==> src/rtl/dbuf_dma_pkg.sv <==
package dbuf_dma_pkg;

  typedef enum logic [2:0] {
    RA_CUR_PTR = 3'd0,
    RA_CUR_CNT = 3'd1,
    RA_NXT_PTR = 3'd2,
    RA_NXT_CNT = 3'd3,
    RA_CTRL    = 3'd4,
    RA_CFG     = 3'd5
  } reg_addr_e;

  typedef enum logic [1:0] {
    SZ_BYTE = 2'd0,
    SZ_HALF = 2'd1,
    SZ_WORD = 2'd2,
    SZ_RSVD = 2'd3
  } xfer_size_e;

  typedef enum logic [1:0] {
    ST_IDLE = 2'd0,
    ST_MEM  = 2'd1,
    ST_RSP  = 2'd2,
    ST_OUT  = 2'd3
  } eng_state_e;

  function automatic logic [3:0] size_step(input logic [1:0] sz);
    case (xfer_size_e'(sz))
      SZ_BYTE: size_step = 4'd1;
      SZ_HALF: size_step = 4'd2;
      default: size_step = 4'd4;
    endcase
  endfunction

endpackage

==> src/rtl/dbuf_dma_bank.sv <==
module dbuf_dma_bank
  import dbuf_dma_pkg::*;
#(
  parameter int ADDR_W = 32,
  parameter int CNT_W  = 16
) (
  input  logic              clk,
  input  logic              rst_n,
  input  logic              sw_we,
  input  logic [2:0]        sw_addr,
  input  logic [ADDR_W-1:0] sw_wdata,
  input  logic              adv,
  input  logic [3:0]        step,
  output logic [ADDR_W-1:0] cur_ptr,
  output logic [CNT_W-1:0]  cur_cnt,
  output logic [ADDR_W-1:0] nxt_ptr,
  output logic [CNT_W-1:0]  nxt_cnt
);

  logic [ADDR_W-1:0] cp_d, np_d;
  logic [CNT_W-1:0]  cc_d, nc_d;

  always_comb begin
    cp_d = cur_ptr;
    cc_d = cur_cnt;
    np_d = nxt_ptr;
    nc_d = nxt_cnt;
    // item boundary: advance the active pair
    if (adv && cur_cnt != '0) begin
      cp_d = cur_ptr + ADDR_W'(step);
      cc_d = cur_cnt - CNT_W'(1);
    end
    // promotion of the queued pair
    if (cc_d == '0 && nc_d != '0) begin
      cp_d = np_d;
      cc_d = nc_d;
      np_d = '0;
      nc_d = '0;
    end
    // software access takes precedence over hardware update
    if (sw_we) begin
      case (reg_addr_e'(sw_addr))
        RA_CUR_PTR: cp_d = sw_wdata;
        RA_CUR_CNT: cc_d = sw_wdata[CNT_W-1:0];
        RA_NXT_PTR: np_d = sw_wdata;
        RA_NXT_CNT: nc_d = sw_wdata[CNT_W-1:0];
        default: ;
      endcase
    end
  end

  always_ff @(posedge clk or negedge rst_n) begin
    if (!rst_n) begin
      cur_ptr <= '0;
      cur_cnt <= '0;
      nxt_ptr <= '0;
      nxt_cnt <= '0;
    end else begin
      cur_ptr <= cp_d;
      cur_cnt <= cc_d;
      nxt_ptr <= np_d;
      nxt_cnt <= nc_d;
    end
  end

endmodule

==> src/rtl/dbuf_dma_ctl.sv <==
module dbuf_dma_ctl
  import dbuf_dma_pkg::*;
#(
  parameter int ADDR_W = 32,
  parameter int CNT_W  = 16
) (
  input  logic              clk,
  input  logic              rst_n,
  input  logic              sw_we,
  input  logic [2:0]        sw_addr,
  input  logic [1:0]        sw_wbits,
  input  logic [ADDR_W-1:0] cur_ptr,
  input  logic [CNT_W-1:0]  cur_cnt,
  input  logic [ADDR_W-1:0] nxt_ptr,
  input  logic [CNT_W-1:0]  nxt_cnt,
  output logic              ch_en,
  output logic [1:0]        size,
  output logic [3:0]        step,
  output logic              flag_end,
  output logic              flag_all,
  output logic [ADDR_W-1:0] rdata
);

  logic ctrl_hit, cfg_hit;

  assign ctrl_hit = sw_we && (reg_addr_e'(sw_addr) == RA_CTRL);
  assign cfg_hit  = sw_we && (reg_addr_e'(sw_addr) == RA_CFG);

  always_ff @(posedge clk or negedge rst_n) begin
    if (!rst_n) begin
      ch_en <= 1'b0;
      size  <= SZ_BYTE;
    end else begin
      if (ctrl_hit) begin
        if (sw_wbits[1])      ch_en <= 1'b0;
        else if (sw_wbits[0]) ch_en <= 1'b1;
      end
      if (cfg_hit) size <= sw_wbits;
    end
  end

  assign step     = size_step(size);
  assign flag_end = (cur_cnt == '0);
  assign flag_all = flag_end && (nxt_cnt == '0);

  always_comb begin
    case (reg_addr_e'(sw_addr))
      RA_CUR_PTR: rdata = cur_ptr;
      RA_CUR_CNT: rdata = ADDR_W'(cur_cnt);
      RA_NXT_PTR: rdata = nxt_ptr;
      RA_NXT_CNT: rdata = ADDR_W'(nxt_cnt);
      RA_CTRL:    rdata = ADDR_W'({flag_all, flag_end, ch_en});
      RA_CFG:     rdata = ADDR_W'(size);
      default:    rdata = '0;
    endcase
  end

endmodule

==> src/rtl/dbuf_dma_engine.sv <==
module dbuf_dma_engine
  import dbuf_dma_pkg::*;
#(
  parameter int ADDR_W = 32,
  parameter int CNT_W  = 16,
  parameter int DATA_W = 32,
  parameter bit IS_TX  = 1'b0
) (
  input  logic              clk,
  input  logic              rst_n,
  input  logic              ch_en,
  input  logic [ADDR_W-1:0] cur_ptr,
  input  logic [CNT_W-1:0]  cur_cnt,
  input  logic [1:0]        size,
  output logic              mem_req_valid,
  input  logic              mem_req_ready,
  output logic              mem_req_write,
  output logic [ADDR_W-1:0] mem_req_addr,
  output logic [1:0]        mem_req_size,
  output logic [DATA_W-1:0] mem_req_wdata,
  input  logic              mem_rsp_valid,
  input  logic [DATA_W-1:0] mem_rsp_rdata,
  input  logic              per_in_valid,
  output logic              per_in_ready,
  input  logic [DATA_W-1:0] per_in_data,
  output logic              per_out_valid,
  input  logic              per_out_ready,
  output logic [DATA_W-1:0] per_out_data,
  output logic              adv
);

  eng_state_e        state_q, state_d;
  logic [DATA_W-1:0] hold_q;
  logic              can_go;

  assign can_go = ch_en && (cur_cnt != '0);

  always_ff @(posedge clk or negedge rst_n) begin
    if (!rst_n) state_q <= ST_IDLE;
    else        state_q <= state_d;
  end

  generate
    if (IS_TX) begin : g_tx
      always_comb begin
        state_d = state_q;
        case (state_q)
          ST_IDLE: if (can_go)        state_d = ST_MEM;
          ST_MEM:  if (mem_req_ready) state_d = ST_RSP;
          ST_RSP:  if (mem_rsp_valid) state_d = ST_OUT;
          ST_OUT:  if (per_out_ready) state_d = ST_IDLE;
          default:                    state_d = ST_IDLE;
        endcase
      end

      always_ff @(posedge clk or negedge rst_n) begin
        if (!rst_n)                                   hold_q <= '0;
        else if (state_q == ST_RSP && mem_rsp_valid)  hold_q <= mem_rsp_rdata;
      end

      assign mem_req_write = 1'b0;
      assign mem_req_wdata = '0;
      assign per_in_ready  = 1'b0;
      assign per_out_valid = (state_q == ST_OUT);
      assign per_out_data  = hold_q;
    end else begin : g_rx
      always_comb begin
        state_d = state_q;
        case (state_q)
          ST_IDLE: if (can_go && per_in_valid) state_d = ST_MEM;
          ST_MEM:  if (mem_req_ready)          state_d = ST_IDLE;
          default:                             state_d = ST_IDLE;
        endcase
      end

      always_ff @(posedge clk or negedge rst_n) begin
        if (!rst_n)                           hold_q <= '0;
        else if (per_in_valid && per_in_ready) hold_q <= per_in_data;
      end

      assign per_in_ready  = (state_q == ST_IDLE) && can_go;
      assign mem_req_write = 1'b1;
      assign mem_req_wdata = hold_q;
      assign per_out_valid = 1'b0;
      assign per_out_data  = '0;
    end
  endgenerate

  assign mem_req_valid = (state_q == ST_MEM);
  assign mem_req_addr  = cur_ptr;
  assign mem_req_size  = size;
  assign adv           = mem_req_valid && mem_req_ready;

endmodule

==> src/rtl/dbuf_dma_chan.sv <==
module dbuf_dma_chan
  import dbuf_dma_pkg::*;
#(
  parameter int ADDR_W = 32,
  parameter int CNT_W  = 16,
  parameter int DATA_W = 32,
  parameter bit IS_TX  = 1'b0
) (
  input  logic              clk,
  input  logic              rst_n,
  input  logic              reg_we,
  input  logic [2:0]        reg_addr,
  input  logic [ADDR_W-1:0] reg_wdata,
  output logic [ADDR_W-1:0] reg_rdata,
  output logic              mem_req_valid,
  input  logic              mem_req_ready,
  output logic              mem_req_write,
  output logic [ADDR_W-1:0] mem_req_addr,
  output logic [1:0]        mem_req_size,
  output logic [DATA_W-1:0] mem_req_wdata,
  input  logic              mem_rsp_valid,
  input  logic [DATA_W-1:0] mem_rsp_rdata,
  input  logic              per_in_valid,
  output logic              per_in_ready,
  input  logic [DATA_W-1:0] per_in_data,
  output logic              per_out_valid,
  input  logic              per_out_ready,
  output logic [DATA_W-1:0] per_out_data,
  output logic              sts_end,
  output logic              sts_all_done
);

  logic [ADDR_W-1:0] cur_ptr, nxt_ptr;
  logic [CNT_W-1:0]  cur_cnt, nxt_cnt;
  logic              ch_en, adv;
  logic [1:0]        size;
  logic [3:0]        step;

  dbuf_dma_bank #(.ADDR_W(ADDR_W), .CNT_W(CNT_W)) bank_i (
    .clk(clk), .rst_n(rst_n),
    .sw_we(reg_we), .sw_addr(reg_addr), .sw_wdata(reg_wdata),
    .adv(adv), .step(step),
    .cur_ptr(cur_ptr), .cur_cnt(cur_cnt),
    .nxt_ptr(nxt_ptr), .nxt_cnt(nxt_cnt)
  );

  dbuf_dma_ctl #(.ADDR_W(ADDR_W), .CNT_W(CNT_W)) ctl_i (
    .clk(clk), .rst_n(rst_n),
    .sw_we(reg_we), .sw_addr(reg_addr), .sw_wbits(reg_wdata[1:0]),
    .cur_ptr(cur_ptr), .cur_cnt(cur_cnt),
    .nxt_ptr(nxt_ptr), .nxt_cnt(nxt_cnt),
    .ch_en(ch_en), .size(size), .step(step),
    .flag_end(sts_end), .flag_all(sts_all_done),
    .rdata(reg_rdata)
  );

  dbuf_dma_engine #(
    .ADDR_W(ADDR_W), .CNT_W(CNT_W), .DATA_W(DATA_W), .IS_TX(IS_TX)
  ) eng_i (
    .clk(clk), .rst_n(rst_n),
    .ch_en(ch_en), .cur_ptr(cur_ptr), .cur_cnt(cur_cnt), .size(size),
    .mem_req_valid(mem_req_valid), .mem_req_ready(mem_req_ready),
    .mem_req_write(mem_req_write), .mem_req_addr(mem_req_addr),
    .mem_req_size(mem_req_size), .mem_req_wdata(mem_req_wdata),
    .mem_rsp_valid(mem_rsp_valid), .mem_rsp_rdata(mem_rsp_rdata),
    .per_in_valid(per_in_valid), .per_in_ready(per_in_ready),
    .per_in_data(per_in_data),
    .per_out_valid(per_out_valid), .per_out_ready(per_out_ready),
    .per_out_data(per_out_data),
    .adv(adv)
  );

endmodule

==> config.mk <==
export PLATFORM = sky130hd
export DESIGN_NAME = dbuf_dma_chan
export DESIGN_NICKNAME = d
export VERILOG_FILES = /design/src/rtl/dbuf_dma_pkg.sv /design/src/rtl/dbuf_dma_bank.sv /design/src/rtl/dbuf_dma_ctl.sv /design/src/rtl/dbuf_dma_engine.sv /design/src/rtl/dbuf_dma_chan.sv
export SDC_FILE = /design/constraint.sdc
export NUM_CORES = 1
export LEC_CHECK = 0
export ABC_AREA = 1
export CORE_ASPECT_RATIO = 0.9
export CORE_MARGIN = 3
export CORE_UTILIZATION = 35
export DETAILED_ROUTE_END_ITERATION = 10
export PLACE_DENSITY = 0.72
export REMOVE_ABC_BUFFERS = 1
export SKIP_CTS_REPAIR_TIMING = 1
export SLEW_MARGIN = 40
export SYNTH_ARGS = -nofsm -noshare
export SYNTH_HDL_FRONTEND = slang
export SYNTH_HIERARCHICAL = 1
export SYNTH_SLANG_ARGS = --single-unit
==> constraint.sdc <==
create_clock -name clk -period 4.2 [get_ports clk]
set_input_delay 0.42 -clock clk [delete_from_list [all_inputs] [get_ports clk]]
set_output_delay 0.42 -clock clk [all_outputs]
set_load 0.02 [all_outputs]
==> results of run 1 <==
-- report_power, final --
part	internal, mW	switching [mW]
clock	0.815	0.616
sequential	1.71	0.635
combinational	1.25	1.76
total	3.78	3.01
-- placed cells by master, fill, tap and decap left out, drive strengths merged --
cell type / instances
clkdlybuf4s50: 172
a22oi: 14
bufinv: 1
nand4: 62
clkinvlp: 6
inv: 155
ha: 5
fa: 1
or2: 1
conb: 35
nand3b: 2
nor4: 2
o211ai: 2
nor2: 134
a22o: 16
nand3: 153
a21oi: 9
dfrtp: 132
clkinv: 4
xnor2: 8
nor2b: 1
o21ai: 71
nand2: 408
buf: 19
and2: 1
o2111ai: 13
clkbuf: 17
xor2: 18
nor3: 16
-- logic make-up after synthesis --
family	count (synthesis)	share of synthesized area, %
buffers and inverters	284	15.7
other	3	0.121
AOI/OAI and AO/OA	125	8.35
xor gates and xnor gates	26	2.46
adders and majority gates	6	0.891
DFF	132	35.6
and+or+nand+nor	780	36.8
-- how the worst max path moves through the flow --
stage,endpoint,startpoint,cells after the start
after CTS,reg_rdata[2],reg_addr[0],9
after floorplan,bank_i/nxt_ptr[0],bank_i/cur_cnt[0],15
after global routing,bank_i/cur_ptr[9],bank_i/cur_cnt[0],18
after global placement,reg_rdata[2],reg_addr[0],9
after detailed placement,reg_rdata[2],reg_addr[0],9
final,bank_i/cur_cnt[9],bank_i/cur_cnt[0],16
-- flip-flops by register name, summed over array words and instances (netlist names) --
register	cells
bank_i/cur_ptr	32
bank_i/nxt_ptr	32
eng_i/mem_req_wdata	32
bank_i/cur_cnt	16
bank_i/nxt_cnt	16
ctl_i/size	2
ctl_i/ch_en	1
eng_i/state_q	1
-- critical path, cell delays in order, from the launching register on --
cell     delay [ns]
dfrtp_1        0.47
inv_1          0.21
ha_1           0.35
nand2_2        0.15
nor2_2         0.14
nand2_2        0.18
nand2_4        0.11
inv_2          0.14
o21ai_0        0.58
nor2_1         0.11
nand2_1        0.14
nor2_4         0.05
nand2_4        0.06
buf_4          0.32
inv_1          0.13
nand2_1        0.09
a21oi_1        0.07
-- per-layer routing --
metal  global-route usage (%)  vias up
met5                        0        -
met2                     29.9      410
met1                     28.9     4389
met3                     6.71       21
li1                         -     4495
met4                     3.78        0
-- stage by stage --
step                util (%)  instances  worst slack [ns]  cell area, µm²
CTS                     44.5       1820             0.869           11400
finish                  44.5       1820             0.769           11400
floorplan                  -       1255             0.867            8500
detailed placement      42.3       1788             0.869           10800
global placement        42.3       1788             0.927           10800
global route            44.5       1820             0.519           11400
-- layout make-up --
class | instances | area (µm²) | area share [%]
Multi-Input combinational cell | 972 | 4650 | 40.8
Sequential cell | 132 | 3300 | 29.0
Timing Repair Buffer | 191 | 1890 | 16.6
Inverter | 151 | 567 | 4.97
Tap cell | 342 | 428 | 3.75
Clock buffer | 17 | 425 | 3.73
Clock inverter | 15 | 130 | 1.14
==> metrics.md, run 1 <==
| Metric | Value |
|---|---|
| Final Cycle Share | `approximately four fifths` |
| Final nets | `between 1,500 and 2,000` |
| Num rows | `55` |
| DRT Pass-1 Iters | `5` |
| CTS tree | `built` |
| Worst-path maximum fanout | `32` |
| Layout fillers | `2,581` |
| Antenna diodes | `0` |
| Post-synthesis instance area | `around 9300 µm²` |
| WL met2 | `12.5 mm` |
| Via/cell ratio | `~5` |
| Share of cells above drive strength 1 | `~5.3%` |
| CTS H-tree lvls | `4` |
| Yosys cell types | `38` |
| Final WL | `between 20 and 30 mm` |
| Setup_tns | `0 ns` |
| Setup Viol. Count Final | `0` |
| FF-to-FF setup slack | `roughly 0.77 ns` |
| Chip width | `roughly 180 µm` |
| Peak Freq | `just under 300 MHz` |
| Vias in the first global route | `8,694` |
| Yosys top cell area share | `a little over a third` |
| Sink Count | `~130` |
| Core footprint | `roughly 26,000 µm²` |
| Global Route Usage Sum | `between 20% and 30%` |
| R2R Path Start | `bank_i/cur_cnt[0]` |
| Min cycle time layout | `3.43 ns` |
| Starting Density | `36.2%` |
| Remaining DRCs | `0` |
| Static Leak | `~5.5 nW` |
| Largest net degree at the start of global routing | `about 70` |
| Die height | `between 150 and 200 µm` |
| Final hold violations | `16` |
| Most common cell in the netlist | `nand2_1` |
| PortBufs | `roughly 170` |
| DRT iter0 DRCs | `833` |
| Register area share after synthesis | `between 30% and 40%` |
| Total gr overflow | `0` |
| Wire length on met3 | `3.27 mm` |
| Worst reg2reg path depth | `16` |
| Clock transition at path regs | `roughly 0.060 ns` |
| Failing checks | `negative hold slack` |
| CTS buffer count | `17` |
| Total Power Consumption | `around 6.8 mW` |
| Rel. slew slack | `54.4%` |
| Ports | `around 240` |
| Worst hold slack | `-0.0269 ns` |
| Final Wtd Congestion | `between 0.9 and 1` |
| Worst Hold Class | `in2async` |
| CTS max path bufs | `2` |
| Worst R2R End | `bank_i/cur_cnt[9]` |
| CP required | `4.50 ns` |
| Cells after synthesis | `about 1,400` |
| Max Cap Viol | `0` |
| EDFF count, synth | `0` |
| Capturing element type of the critical path | `register` |
| DR top layer | `met4` |
| DR WL/cell | `15.9 µm` |
| Pwr Density | `about 600 nW/µm²` |
| Via Count | `between 9,000 and 10,000` |
| Die area | `about 28,000 µm²` |
| Syn avg cell area | `between 6 and 7 µm²` |
| Status | `finished with violations` |
| Root Buffer | `clkbuf_16` |
| DRT met1 WL | `12.8 mm` |
| Pins Over Slew Limit | `0` |
| Yosys reg bits | `about 130` |
| Startpoint Class | `register` |
| Top_reg_cell synth | `dfrtp_1` |
| Max VDD drop | `299 µV` |
| Leading area contributor after synthesis | `dfrtp_1` |
| Fin Clk Skew | `0.0106 ns` |
| Ys async rst share | `100%` |
| Synth area leaders | `dfrtp_1 36%, nand2_1 16%, nand3_1 8.2%` |
| Unrepaired setup endpoints after global routing | `false` |
| Crit Path Class | `reg2reg` |
| Yosys warns | `6` |
| Detail Placement HPWL | `21.0 mm` |
| DRT antenna net count | `0` |
| Worst Tran Pin Value | `a little under 0.7 ns` |
| Post-synth top cells | `402 x nand2_1, 151 x nand3_1, 147 x inv_1, 132 x dfrtp_1, 125 x nor2_1` |
| Area Overhead vs Synth | `22.9%` |
| Initial antenna violation count | `0` |
| Worst-Skew Late Latency | `0.43 ns` |
| Global-route wire length before repair | `between 40 and 50 mm` |
| WP data arrival | `roughly 3.7 ns` |
Note: power is estimated with default switching activity, not from simulation.
==> inputs of run 2 (changes only) <==
Clock period 4.2 ns to 3.2 ns, I/O delays scaled along.
==> run 2 against run 1 <==
  * The run now ends clean
  * Clock power grew 31%
  * Maximum frequency grew 17%
  * Final cell count grew 1.5%
  * Critical path depth grew 2
  * Via count grew 1.3%
  * Routed wire length grew 1.4%
  * Global-route usage grew 0.13 points
  * Sequential power grew 26%
  * Largest cell class unchanged
  * Largest power group unchanged
  * Highest routed layer unchanged
==> metrics.md, run 2 (synthesis gave the netlist of run 1 again) <==
| Metric | Value |
|---|---|
| Setup crit start | `ctl_i/size[0]` |
| Pwr Density | `between 700 and 800 nW/µm²` |
| WP buf/inv | `3` |
| Delay-heaviest family, CP | `simple AND/OR/NAND/NOR gates` |
| Total gr overflow | `0` |
| Worst reg2reg path depth | `18` |
| Detail Placement HPWL | `about 22 mm` |
| Fin Clk Skew | `just under 0.01 ns` |
| Final Wtd Congestion | `0.944` |
| Chip width | `between 150 and 200 µm` |
| Clock transition at path regs | `0.06 ns` |
| Num rows | `between 50 and 60` |
| Final hold violations | `0` |
| Pins Over Slew Limit | `0` |
| DRT iter0 DRCs | `between 800 and 900` |
| Peak Freq | `approximately 340 MHz` |
| Crit Path Class | `reg2reg` |
| Global Route Usage Sum | `20.3%` |
| Startpoint Class | `register` |
| CTS tree | `built` |
| Worst-Skew Late Latency | `between 0.4 and 0.5 ns` |
| Rel. slew slack | `around three fifths` |
| DP Area | `~11,000 µm²` |
| CTS buffer count | `17` |
| Via Count | `9,437` |
| Status | `complete, no violations` |
| DRT Pass-1 Iters | `5` |
| CP required | `3.56 ns` |
| Remaining DRCs | `0` |
| Die area | `28,500 µm²` |
| Setup Viol. Count Final | `0` |
| CTS max path bufs | `2` |
| Share of cells above drive strength 1 | `6.97%` |
| Worst R2R End | `bank_i/cur_ptr[14]` |
| Layout Utilization | `45.4%` |
| Sink Count | `132` |
| Worst hold slack | `~0.44 ns` |
| Capturing element type of the critical path | `register` |
| Final WL | `around 30 mm` |
| CTS H-tree lvls | `4` |
| Max VDD drop | `~590 µV` |
| Worst path max stage delay | `approximately 0.42 ns` |
| Root Buffer | `clkbuf_16` |
| Final nets | `~1,600` |
| Via/cell ratio | `just over 5` |
| Finished Cell Area | `~12,000 µm²` |
| Final Cycle Share | `around nine tenths` |
| FF-to-FF setup slack | `~0.28 ns` |
| Global-route wire length before repair | `between 40 and 50 mm` |
| R2R Path Start | `ctl_i/size[0]` |
| Worst-path maximum fanout | `4` |
| Area Overhead vs Synth | `25.5%` |
| Die height | `about 160 µm` |
| Starting Density | `~36%` |
| Min cycle time layout | `2.92 ns` |
| Unrepaired setup endpoints after global routing | `false` |
| Static Leak | `roughly 5.7 nW` |
| Most common cell after layout, fill and taps aside | `nand2_1` |
| PortBufs | `~170` |
| Most frequent cells in the layout | `402 x nand2_1, 172 x clkdlybuf4s50_1, 150 x nand3_1` |
| Cell mode on critical path | `nand2_1` |
| WP data arrival | `between 3 and 4 ns` |
| Antenna diodes | `0` |
| Worst Tran Pin Value | `just under 0.6 ns` |
| CP max stage cell | `fa_1` |
| Worst Hold Class | `in2async` |
| Largest net degree at the start of global routing | `60` |
| DR WL/cell | `15.8 µm` |
| Max Cap Viol | `0` |
| Core footprint | `25,600 µm²` |
| Ports | `~240` |
| Worst-path cell chain | `nor2_1, ha_1, inv_1, fa_1, inv_1, nand2_1, o21ai_1, nand2_1, nor2_2, nand2_1, nor2_1, nand2_1, nor2_1, xor2_1, nand2_1, nand3_1, nand2_1, inv_1` |
| Vias in the first global route | `8,618` |
| DRT antenna net count | `0` |
| Setup_tns | `0 ns` |
| Initial antenna violation count | `0` |
run 2: changes by cell type in the layout (fill, tap and decap cells not counted), sizes merged:
cell         previous run  this run
clkinvlp                6         4
clkinv                  4         7
clkbuf                 17        19
inv                   155       151
buf                    19        47
dlygate4sd3             0         1
run 2: per-stage QoR:
step / power [mW] / std cells / setup slack, ns
2_1_floorplan: 5.20 / 1255 / -0.133
3_3_place_gp: 7.09 / 1816 / 0.308
3_5_place_dp: 7.15 / 1816 / 0.208
4_1_cts: 9.05 / 1847 / 0.162
5_1_grt: 9.69 / 1848 / 0.00178
6_report: 9.07 / 1848 / 0.275
run 2: worst max path at each step:
stage / to / cells past startpoint
2_1_floorplan: bank_i/nxt_ptr[0] / 15
3_3_place_gp: bank_i/cur_ptr[14] / 18
3_5_place_dp: bank_i/cur_ptr[14] / 18
4_1_cts: bank_i/cur_ptr[14] / 18
5_1_grt: bank_i/cur_ptr[14] / 18
6_report: bank_i/cur_ptr[14] / 18
run 2: worst reg2reg max path, delay by kind of cell, from the launching register on:
| kind | cells | cell delay [ns] |
|---|---|---|
| flip-flops | 1 | 0.41 |
| AO/OA/AOI/OAI | 1 | 0.20 |
| XOR/XNOR | 1 | 0.15 |
| adder cells (fa/ha/maj) | 2 | 0.64 |
| buffers and inverters | 3 | 0.25 |
| AND/OR/NAND/NOR | 11 | 1.23 |
run 2: power breakdown:
group          total [mW]  switching (mW)  internal, mW
Clock                1.87           0.785          1.08
Sequential           2.96           0.705          2.25
Combinational        4.24            2.49          1.75
Total                9.07            3.98          5.09
run 2: final cells by class:
type	instances	area (µm²)
Sequential cell	132	3300
Clock buffer	19	443
Clock inverter	12	110
Tap cell	342	428
Timing Repair Buffer	220	2140
Multi-Input combinational cell	972	4640
Fill cell	2617	14000
Inverter	151	567
run 2: per-layer routing:
metal / GRT usage, % / routed length (µm)
met5: 0 / 0
met4: 4.28 / 389
met3: 6.19 / 3030
met2: 29.7 / 12700
met1: 29.6 / 13200
==> inputs of run 3 (changes only) <==
Settings changed: CTS_BUF_LIST from default to sky130_fd_sc_hd__clkbuf_8, CTS_CLUSTER_DIAMETER from default to 80, REMOVE_ABC_BUFFERS 1 to default.
==> run 3 against run 2 <==
  * Critical path depth shrank 11
  * Sequential cell count is the same
  * Power shrank 5.3%
  * Highest routed layer is now met5
  * Routed wire length grew 5.7%
  * Die area is the same
  * Via count grew 0.77%
  * Hold slack lost 0.031 ns
  * Utilization shrank 0.99 points
  * Sequential share of layout area grew 0.63 points
  * Non-clock buffer count shrank 5
  * Sequential power is essentially flat
==> metrics.md, run 3 (synthesis gave the netlist of run 1 again) <==
| Metric | Value |
|---|---|
| Peak Freq | `roughly 330 MHz` |
| DR WL/cell | `between 15 and 20 µm` |
| Worst-path maximum fanout | `17` |
| Most common cell after layout, fill and taps aside | `nand2_1` |
| Startpoint Class | `primary input` |
| Final nets | `between 1,500 and 2,000` |
| Final Non-Filler Cells | `approximately 1,800` |
| Total Power Consumption | `between 8 and 9 mW` |
| Final Wtd Congestion | `0.963` |
| Worst-Skew Late Latency | `0.46 ns` |
| Setup Viol. Count Final | `0` |
| Starting Density | `between 30% and 40%` |
| Min cycle time layout | `around 3 ns` |
| Unrepaired setup endpoints after global routing | `false` |
| Global Route Usage Sum | `21.5%` |
| DRT Pass-1 Iters | `6` |
| Total gr overflow | `0` |
| Worst R2R End | `bank_i/cur_ptr[14]` |
| Worst Tran Pin Value | `0.660 ns` |
| Sink Count | `between 100 and 150` |
| WL met2 | `about 13 mm` |
| DR top layer | `met5` |
| R2R Path Start | `ctl_i/size[1]` |
| FF-to-FF setup slack | `around 0.26 ns` |
| Layout Utilization | `between 40% and 50%` |
| Via Count | `approximately 9,500` |
| Area Overhead vs Synth | `22.8%` |
| Crit Path Class | `in2out` |
| Initial antenna violation count | `2` |
| Final Cycle Share | `93.4%` |
| Max VDD drop | `approximately 440 µV` |
| DRT iter0 DRCs | `1,120` |
| Finished Cell Area | `11,400 µm²` |
| CTS buffer count | `17` |
| Detail Placement HPWL | `23.0 mm` |
| Wire length on met3 | `a little under 3 mm` |
| CTS max path bufs | `2` |
| Core footprint | `25,600 µm²` |
| Num rows | `55` |
| Pwr Density | `~750 nW/µm²` |
| CP required | `roughly 2.9 ns` |
| Rel. slew slack | `56.0%` |
| Share of cells above drive strength 1 | `6.73%` |
| Status | `complete, no violations` |
| Final WL | `about 30 mm` |
| PortBufs | `173` |
| Pins Over Slew Limit | `0` |
| CTS tree | `built` |
| Largest net degree at the start of global routing | `64` |
| Most frequent cells in the layout | `402 x nand2_1, 172 x clkdlybuf4s50_1, 150 x nand3_1` |
| DP Area | `~11,000 µm²` |
| Max Cap Viol | `0` |
| Via/cell ratio | `~5.2` |
| Ports | `242` |
| Remaining DRCs | `0` |
| Placed instance count | `1,811` |
| Global-route wire length before repair | `roughly 49 mm` |
| Root Buffer | `clkbuf_8` |
| Final hold violations | `0` |
| DRT antenna net count | `0` |
| Capturing element type of the critical path | `primary output` |
| Die height | `160 µm` |
| Worst reg2reg path depth | `18` |
| Worst Hold Class | `in2async` |
| Vias in the first global route | `around 9,000` |
| Die area | `~28,000 µm²` |
| Static Leak | `roughly 5.5 nW` |
| Chip width | `~180 µm` |
| WP data arrival | `around 2.7 ns` |
| Clock transition at path regs | `approximately 0.080 ns` |
| CTS H-tree lvls | `4` |
| DRT met1 WL | `roughly 14 mm` |
| Fin Clk Skew | `~0.017 ns` |
| Setup_tns | `0 ns` |
run 3: cell types whose count changed in the layout (fill, tap and decap cells not counted), sizes merged:
cell,change
buf,-5
clkbuf,-1
clkinv,-1
diode,+1
inv,+1
run 3: worst max-delay path, stage by stage:
cell	delay, ns
clkdlybuf4s50_1	0.57
inv_1	0.26
nand2_1	0.10
inv_2	0.29
buf_4	0.30
a22o_1	0.19
clkdlybuf4s50_1	0.63
run 3: layout make-up:
class	instances	area, µm²
Antenna cell	1	2.50
Fill cell	2621	14200
Inverter	151	567
Sequential cell	132	3300
Tap cell	342	428
Clock inverter	12	110
Clock buffer	18	248
Timing Repair Buffer	215	2080
Multi-Input combinational cell	972	4650
run 3: routing by layer:
layer | vias to the layer above | global-route usage (%)
met1 | 4479 | 30.0
met4 | 2 | 6.53
met2 | 430 | 32.4
met3 | 48 | 6.08
met5 | - | 0
li1 | 4551 | -
run 3: per-stage QoR:
| stage | worst slack, ns | hold WS [ns] |
|---|---|---|
| after floorplan | 0.502 | 0.0244 |
| after global placement | 0.274 | 0.351 |
| after detailed placement | 0.201 | 0.357 |
| after CTS | 0.174 | -0.134 |
| after global routing | 0.00977 | 0.422 |
| final | 0.210 | 0.407 |
run 3: how the worst max path moves through the flow:
stage | startpoint | slack, ns | cells after the start | endpoint
after floorplan | ctl_i/size[1] | 0.50 | 18 | bank_i/cur_ptr[14]
after global placement | reg_addr[2] | 0.27 | 7 | reg_rdata[17]
after detailed placement | ctl_i/size[1] | 0.20 | 18 | bank_i/cur_ptr[14]
after CTS | ctl_i/size[1] | 0.17 | 18 | bank_i/cur_ptr[14]
after global routing | ctl_i/size[1] | 0.01 | 18 | bank_i/cur_ptr[14]
final | reg_addr[2] | 0.21 | 7 | reg_rdata[17]
run 3: power by group:
| group | switching, mW | internal, mW | total (mW) |
|---|---|---|---|
| Sequential | 0.745 | 2.25 | 2.99 |
| Combinational | 2.49 | 1.74 | 4.23 |
| Clock | 0.739 | 0.626 | 1.36 |
| Total | 3.98 | 4.61 | 8.59 |
